--- src/rtl/pipe5_pkg.sv ---
package pipe5_pkg;
  localparam int XLEN = 32;
  localparam int RIDX = 5;

  localparam logic [5:0] OP_RTYPE = 6'h00;
  localparam logic [5:0] OP_LOAD  = 6'h23;
  localparam logic [5:0] OP_STORE = 6'h2B;
  localparam logic [5:0] OP_BEQ   = 6'h04;

  localparam logic [5:0] FN_ADD = 6'h20;
  localparam logic [5:0] FN_SUB = 6'h22;
  localparam logic [5:0] FN_AND = 6'h24;
  localparam logic [5:0] FN_OR  = 6'h25;

  typedef enum logic [1:0] {
    AOP_ADD   = 2'b00,
    AOP_SUB   = 2'b01,
    AOP_FUNCT = 2'b10
  } aluop_e;

  // execute-stage group
  typedef struct packed {
    logic   dst_rd;
    aluop_e alu_op;
    logic   use_imm;
  } ex_ctl_t;

  // memory-stage group
  typedef struct packed {
    logic rd_en;
    logic wr_en;
    logic branch;
  } mem_ctl_t;

  // write-back group
  typedef struct packed {
    logic reg_we;
    logic from_mem;
  } wb_ctl_t;
endpackage

--- src/rtl/pipe5_decode.sv ---
module pipe5_decode
  import pipe5_pkg::*;
(
  input  logic [XLEN-1:0] instr,
  output ex_ctl_t         ex_ctl,
  output mem_ctl_t        mem_ctl,
  output wb_ctl_t         wb_ctl
);
  logic [5:0] opc;
  logic [5:0] fn;
  logic       fn_known;

  assign opc = instr[31:26];
  assign fn  = instr[5:0];
  assign fn_known = (fn == FN_ADD) || (fn == FN_SUB) || (fn == FN_AND) || (fn == FN_OR);

  always_comb begin
    ex_ctl  = '{dst_rd: 1'b0, alu_op: AOP_ADD, use_imm: 1'b0};
    mem_ctl = '0;
    wb_ctl  = '0;
    case (opc)
      OP_RTYPE: if (fn_known) begin
        ex_ctl.dst_rd = 1'b1;
        ex_ctl.alu_op = AOP_FUNCT;
        wb_ctl.reg_we = 1'b1;
      end
      OP_LOAD: begin
        ex_ctl.use_imm  = 1'b1;
        mem_ctl.rd_en   = 1'b1;
        wb_ctl.reg_we   = 1'b1;
        wb_ctl.from_mem = 1'b1;
      end
      OP_STORE: begin
        ex_ctl.use_imm = 1'b1;
        mem_ctl.wr_en  = 1'b1;
      end
      OP_BEQ: begin
        ex_ctl.alu_op  = AOP_SUB;
        mem_ctl.branch = 1'b1;
      end
      default: ;
    endcase
  end
endmodule

--- src/rtl/pipe5_alu.sv ---
module pipe5_alu
  import pipe5_pkg::*;
#(
  parameter int W = XLEN
) (
  input  logic [W-1:0] a,
  input  logic [W-1:0] b,
  input  aluop_e       op,
  input  logic [5:0]   funct,
  output logic [W-1:0] y,
  output logic         zero
);
  always_comb begin
    case (op)
      AOP_ADD: y = a + b;
      AOP_SUB: y = a - b;
      AOP_FUNCT: begin
        case (funct)
          FN_ADD:  y = a + b;
          FN_SUB:  y = a - b;
          FN_AND:  y = a & b;
          FN_OR:   y = a | b;
          default: y = '0;
        endcase
      end
      default: y = '0;
    endcase
  end

  assign zero = (y == '0);
endmodule

--- src/rtl/pipe5_regfile.sv ---
module pipe5_regfile #(
  parameter int W         = 32,
  parameter int DEPTH     = 32,
  parameter int INIT_BIAS = 0,
  localparam int AW       = $clog2(DEPTH)
) (
  input  logic          clk,
  input  logic          rst,
  input  logic [AW-1:0] ra,
  input  logic [AW-1:0] rb,
  output logic [W-1:0]  rdata_a,
  output logic [W-1:0]  rdata_b,
  input  logic          we,
  input  logic [AW-1:0] wa,
  input  logic [W-1:0]  wd
);
  logic [W-1:0] mem [DEPTH];

  always_ff @(posedge clk) begin
    if (rst) begin
      for (int i = 0; i < DEPTH; i++) mem[i] <= W'(i + INIT_BIAS);
    end else if (we && (wa != '0)) begin
      mem[wa] <= wd;
    end
  end

  // entry 0 is hard-wired to zero on read
  assign rdata_a = (ra == '0) ? '0 : mem[ra];
  assign rdata_b = (rb == '0) ? '0 : mem[rb];
endmodule

--- src/rtl/pipe5_core.sv ---
module pipe5_core
  import pipe5_pkg::*;
#(
  parameter logic [XLEN-1:0] START_ADDR   = '0,
  parameter int              RF_INIT_BIAS = 0
) (
  input  logic            clk,
  input  logic            rst,
  output logic [XLEN-1:0] imem_addr,
  input  logic [XLEN-1:0] imem_rdata,
  output logic [XLEN-1:0] dmem_addr,
  output logic [XLEN-1:0] dmem_wdata,
  output logic            dmem_we,
  output logic            dmem_re,
  input  logic [XLEN-1:0] dmem_rdata,
  output logic            wb_we,
  output logic [RIDX-1:0] wb_reg,
  output logic [XLEN-1:0] wb_data
);
  localparam int RF_DEPTH = 1 << RIDX;
  localparam logic [XLEN-1:0] STEP = XLEN'(4);

  // ---------------- fetch ----------------
  logic [XLEN-1:0] pc_q, pc_next;
  logic            take_branch;
  logic [XLEN-1:0] exmem_target;

  assign pc_next = take_branch ? exmem_target : pc_q + STEP;

  logic [XLEN-1:0] ifid_instr, ifid_pc4;

  always_ff @(posedge clk) begin
    if (rst) begin
      pc_q       <= START_ADDR;
      ifid_instr <= '0;
      ifid_pc4   <= '0;
    end else begin
      pc_q       <= pc_next;
      ifid_instr <= imem_rdata;
      ifid_pc4   <= pc_q + STEP;
    end
  end

  assign imem_addr = pc_q;

  // ---------------- decode ----------------
  ex_ctl_t         id_ex_ctl;
  mem_ctl_t        id_mem_ctl;
  wb_ctl_t         id_wb_ctl;
  logic [RIDX-1:0] id_rs, id_rt, id_rd;
  logic [XLEN-1:0] id_rs_val, id_rt_val, id_imm;

  logic            memwb_we;
  logic [RIDX-1:0] memwb_dest;
  logic [XLEN-1:0] memwb_value;

  assign id_rs  = ifid_instr[25:21];
  assign id_rt  = ifid_instr[20:16];
  assign id_rd  = ifid_instr[15:11];
  assign id_imm = {{(XLEN-16){ifid_instr[15]}}, ifid_instr[15:0]};

  pipe5_decode u_dec (
    .instr   (ifid_instr),
    .ex_ctl  (id_ex_ctl),
    .mem_ctl (id_mem_ctl),
    .wb_ctl  (id_wb_ctl)
  );

  pipe5_regfile #(
    .W         (XLEN),
    .DEPTH     (RF_DEPTH),
    .INIT_BIAS (RF_INIT_BIAS)
  ) u_rf (
    .clk     (clk),
    .rst     (rst),
    .ra      (id_rs),
    .rb      (id_rt),
    .rdata_a (id_rs_val),
    .rdata_b (id_rt_val),
    .we      (memwb_we),
    .wa      (memwb_dest),
    .wd      (memwb_value)
  );

  ex_ctl_t         idex_ex;
  mem_ctl_t        idex_mem;
  wb_ctl_t         idex_wb;
  logic [XLEN-1:0] idex_pc4, idex_a, idex_b, idex_imm;
  logic [RIDX-1:0] idex_rt, idex_rd;

  always_ff @(posedge clk) begin
    if (rst) begin
      idex_ex  <= '0;
      idex_mem <= '0;
      idex_wb  <= '0;
      idex_pc4 <= '0;
      idex_a   <= '0;
      idex_b   <= '0;
      idex_imm <= '0;
      idex_rt  <= '0;
      idex_rd  <= '0;
    end else begin
      idex_ex  <= id_ex_ctl;
      idex_mem <= id_mem_ctl;
      idex_wb  <= id_wb_ctl;
      idex_pc4 <= ifid_pc4;
      idex_a   <= id_rs_val;
      idex_b   <= id_rt_val;
      idex_imm <= id_imm;
      idex_rt  <= id_rt;
      idex_rd  <= id_rd;
    end
  end

  // ---------------- execute ----------------
  logic [XLEN-1:0] ex_opb, ex_y, ex_target;
  logic            ex_zero;
  logic [RIDX-1:0] ex_dest;

  assign ex_opb    = idex_ex.use_imm ? idex_imm : idex_b;
  assign ex_dest   = idex_ex.dst_rd ? idex_rd : idex_rt;
  assign ex_target = idex_pc4 + {idex_imm[XLEN-3:0], 2'b00};

  pipe5_alu #(.W(XLEN)) u_alu (
    .a     (idex_a),
    .b     (ex_opb),
    .op    (idex_ex.alu_op),
    .funct (idex_imm[5:0]),
    .y     (ex_y),
    .zero  (ex_zero)
  );

  mem_ctl_t        exmem_mem;
  wb_ctl_t         exmem_wb;
  logic [XLEN-1:0] exmem_alu, exmem_sdata;
  logic            exmem_zero;
  logic [RIDX-1:0] exmem_dest;

  always_ff @(posedge clk) begin
    if (rst) begin
      exmem_mem    <= '0;
      exmem_wb     <= '0;
      exmem_alu    <= '0;
      exmem_sdata  <= '0;
      exmem_zero   <= 1'b0;
      exmem_dest   <= '0;
      exmem_target <= '0;
    end else begin
      exmem_mem    <= idex_mem;
      exmem_wb     <= idex_wb;
      exmem_alu    <= ex_y;
      exmem_sdata  <= idex_b;
      exmem_zero   <= ex_zero;
      exmem_dest   <= ex_dest;
      exmem_target <= ex_target;
    end
  end

  // ---------------- memory ----------------
  logic [XLEN-1:0] mem_value;

  assign take_branch = exmem_mem.branch & exmem_zero;
  assign dmem_addr   = exmem_alu;
  assign dmem_wdata  = exmem_sdata;
  assign dmem_we     = exmem_mem.wr_en;
  assign dmem_re     = exmem_mem.rd_en;
  assign mem_value   = exmem_wb.from_mem ? dmem_rdata : exmem_alu;

  always_ff @(posedge clk) begin
    if (rst) begin
      memwb_we    <= 1'b0;
      memwb_dest  <= '0;
      memwb_value <= '0;
    end else begin
      memwb_we    <= exmem_wb.reg_we;
      memwb_dest  <= exmem_dest;
      memwb_value <= mem_value;
    end
  end

  // ---------------- write-back ----------------
  assign wb_we   = memwb_we;
  assign wb_reg  = memwb_dest;
  assign wb_data = memwb_value;
endmodule

--- config.mk ---
export PLATFORM = sky130hd
export DESIGN_NAME = pipe5_core
export DESIGN_NICKNAME = d
export VERILOG_FILES = /design/src/rtl/pipe5_pkg.sv /design/src/rtl/pipe5_decode.sv /design/src/rtl/pipe5_alu.sv /design/src/rtl/pipe5_regfile.sv /design/src/rtl/pipe5_core.sv
export SDC_FILE = /design/constraint.sdc
export NUM_CORES = 2
export LEC_CHECK = 0
export ABC_AREA = 1
export ABC_CLOCK_PERIOD_IN_PS = 4150
export CAP_MARGIN = 25
export CORE_UTILIZATION = 35
export CTS_BUF_LIST = sky130_fd_sc_hd__clkbuf_8
export DETAILED_ROUTE_END_ITERATION = 8
export PLACE_DENSITY = 0.61
export SLEW_MARGIN = 10
export SYNTH_ARGS = -nofsm -noshare
export SYNTH_HDL_FRONTEND = slang
export SYNTH_SLANG_ARGS = --single-unit
--- constraint.sdc ---
create_clock -name clk -period 4.15 [get_ports clk]
set_input_delay 1.245 -clock clk [delete_from_list [all_inputs] [get_ports clk]]
set_output_delay 1.245 -clock clk [all_outputs]
set_load 0.02 [all_outputs]
==> results.cfg <==
[yosys]
yosys_warnings = 0
synth_cells = 9007
synthArstFlopShare_pct = 0
yosys_register_bits = 1388
synth.most_common_cell = nor2_1
synth-edff-count = 1024
synth-compound-area-share_pct = 17.2
yosys-top-cells-count = nor2_1, o21ai_0, edfxtp_1
netlist.top_cell.by_area = edfxtp_1
synthMuxAreaShare_pct = 0
seq_area_frac_synth_pct = 52.3
synth-main-ff-cell = edfxtp_1
synthAdderAreaFrac_pct = 2.49
synth.area.top_cells = edfxtp_1, nor2_1, dfxtp_1
syn-cell-area_um2 = 72700
synth-simple-area-share_pct = 20.7
synth_xor_area_share_pct = 0.361
synth_top_family_by_area = simple AND/OR/NAND/NOR gates
ys_types = 52
synth_top_area_share_pct = 42.3
syn_avg_cell_area_um2 = 8.07

[critical_path]
crit_path_max_fanout = 22
r2r_start = idex_ex[0]
critPathKind = reg2reg
crit_buf_inv = 3
path_cells = buf_12 -> inv_1 -> buf_4 -> a21oi_1 -> ha_1 -> nor2_1 -> nand2_1 -> nor2_1 -> nand3_1 -> nand2_1 -> nand2_1 -> nand3_1 -> nand3_1 -> nor2_1 -> nand2_1 -> nor2_1 -> nand3_1 -> nor2_1
worstPathRequired_ps = 5050
crit_family = simple AND/OR/NAND/NOR gates
critPathLaunchType = register
cp_common_cell = nor2_1
cp-end-kind = register
cp_slowest_cell = ha_1
cp-startpoint = idex_ex[0]
max_stage_delay_ps = 470
cp.arrival_ps = 4850

[routing]
drc = 0
firstDrtPassIters = 8
via_count = 69700
drtIter0Drc = 9451
ant_nets = 0
drt_wl_total_um = 302000
wl_per_cell_um = 25.2
avgViaCountPerCell = 5.82

[floorplanning]
initial_core_util_pct = 35.4
die_area_um2 = 210000
die_w_um = 458
core_area_um2 = 206000
die_h_um = 458
io_pins = 202
rows = 166

[hold_path]
hp-class = reg2reg
hold_path.startpoint = idex_pc4[1]

[run]
cap_viol_max_count = 0

[pwr]
power_density_nw_per_um2 = 404
power_frac_clock_pct = 37.2
pwr-share-comb_pct = 16.1
switching_power_mw = 10.4
p_leak_nw = 31.7
power.total_mw = 33.9
irDropWorstVdd_uv = 280
p_sw_share_pct = 30.7
intPower_mw = 23.5
p_seq_share_pct = 46.7

[clocking]
post_cts_buffers = 0
clockBufferDepth = 3
clkSinkCount = 1388
htreeDepth = 4
clock_latency_ps = 1050
cts_tree = built
clkSlewWorstSetupHoldPaths_ps = 70
post_cts_resized = 0
cts_root_buffer = clkbuf_8
holdBufCountCts = 0
cts_made_buffers = 234

[sta]
max_freq_mhz = 253
slew_headroom_pct = 27.2
tightest_slew_ps = 1090
setup_tns_ps = 0
fin_crit_sh_pct = 95.1
setup_viol = 0
final-hold-violation-count = 0
rsz0062_at_grt = no
fin_crit_ps = 3950
final_max_slew_viol_count = 0
fin_skew_ps = 97.4
fin_ws_ps = 202

[status]
status = finished clean

[finish]
final_area_um2 = 83900
fin_nets = 9272
regMostFlops = u_rf.mem
largest_reg_flops = 1024
syn2layout_area_growth_pct = 15.3
utilization_pct = 40.8
final_layout_size_suffix_gt1_share_pct = 7.81

[placed_design]
place_congestion = 1.02
place_hpwl_um = 195000
placed_cell_area_um2 = 79000
post-place-ws_ps = 244
port-buffer-count = 201

[grt]
grt-ovfl-total = 0
antenna_found_initial = 14
grt_pass1_vias = 66800
grt_pass1_wl_um = 436000
grt_max_degree = 159
gr-usage-all-layers_pct = 27.8
-- layer usage --
layer / vias up / part of all wire (%) / wire [um] / global-route usage, %
met1: 33200 / 37 / 113000 / 34.9
met2: 4920 / 45 / 136000 / 44.2
li1: 30600 / - / - / -
met3: 941 / 12 / 36600 / 6.67
met5: - / 0.030 / 89 / 0
met4: 12 / 5.3 / 16100 / 14.6
-- path summary, 6_finish.rpt --
check	endpoint	slack [ps]	depth (start not counted)
hold / removal	exmem_target[1]	400	2
setup / recovery	exmem_zero	200	18
setup reg to reg	exmem_zero	200	18
hold reg to reg	exmem_target[1]	400	2
-- through the flow --
step / hold slack, ps / cells
6_report: 400 / 12000
5_1_grt: 415 / 12000
4_1_cts: 401 / 12000
3_5_place_dp: 395 / 11500
3_3_place_gp: 389 / 11500
2_1_floorplan: 388 / 9038
-- final cells by class --
class / instances / area (um^2)
clock inverters: 182 / 1210
clock buffers: 259 / 3560
repair buffers: 503 / 5450
flip-flops and latches: 1388 / 38100
well taps: 2688 / 3360
fillers: 20500 / 122000
diodes: 7 / 17.5
multi-input cells: 6335 / 29900
inverters: 601 / 2310
-- power by group through the flow --
| stage | Combinational (mW) | Clock, mW | Sequential (mW) |
|---|---|---|---|
| 3_3_place_gp | 5.19 | 0 | 16.1 |
| 3_5_place_dp | 5.26 | 0 | 16.1 |
| 6_report | 5.44 | 12.6 | 15.8 |
| 2_1_floorplan | 3.00 | 0 | 16.0 |
| 5_1_grt | 5.80 | 13.3 | 15.9 |
| 4_1_cts | 5.28 | 12.7 | 15.8 |
-- placed cells by master (no fill, tap or decap), types with 7 or more instances in the layout --
cell type / netlist / routed
nor2_1: 2744 / 2744
o21ai_0: 1276 / 1276
edfxtp_1: 1024 / 1024
nand2_1: 828 / 796
inv_1: 587 / 663
o22ai_1: 578 / 578
dfxtp_1: 364 / 354
clkbuf_8: 0 / 259
buf_4: 1 / 217
a21oi_1: 210 / 210
clkdlybuf4s50_1: 0 / 200
nand3_1: 183 / 183
ha_1: 140 / 140
o32ai_1: 83 / 83
buf_12: 0 / 68
o21ai_1: 45 / 44
nand2_2: 6 / 38
clkinv_1: 2 / 36
nor3_1: 33 / 33
clkinv_2: 1 / 32
conb_1: 1 / 32
nand4_1: 25 / 25
xor2_1: 23 / 23
o211ai_1: 21 / 21
buf_16: 0 / 15
o21bai_1: 14 / 14
or2_2: 12 / 12
inv_2: 11 / 12
bufinv_16: 0 / 12
nand3b_1: 10 / 10
clkinvlp_4: 0 / 9
o21a_1: 9 / 9
a31oi_1: 9 / 9
dfxtp_4: 0 / 8
diode_2: 0 / 7
nor4_1: 7 / 7
xnor2_1: 7 / 7
-- cells by family after synthesis --
group,count (synthesis)
AND/OR/NAND/NOR,3870
AO/OA/AOI/OAI,2260
flip-flops,1388
buffers and inverters,1315
adder cells (fa/ha/maj),143
XOR/XNOR,30
other,1
-- worst min-delay path, delay by kind of cell (launching register included) --
family | cells | cell delay (ps)
flip-flops | 1 | 300
buffers and inverters | 1 | 40
AND/OR/NAND/NOR | 1 | 30
(Power assumes the default switching activity.)
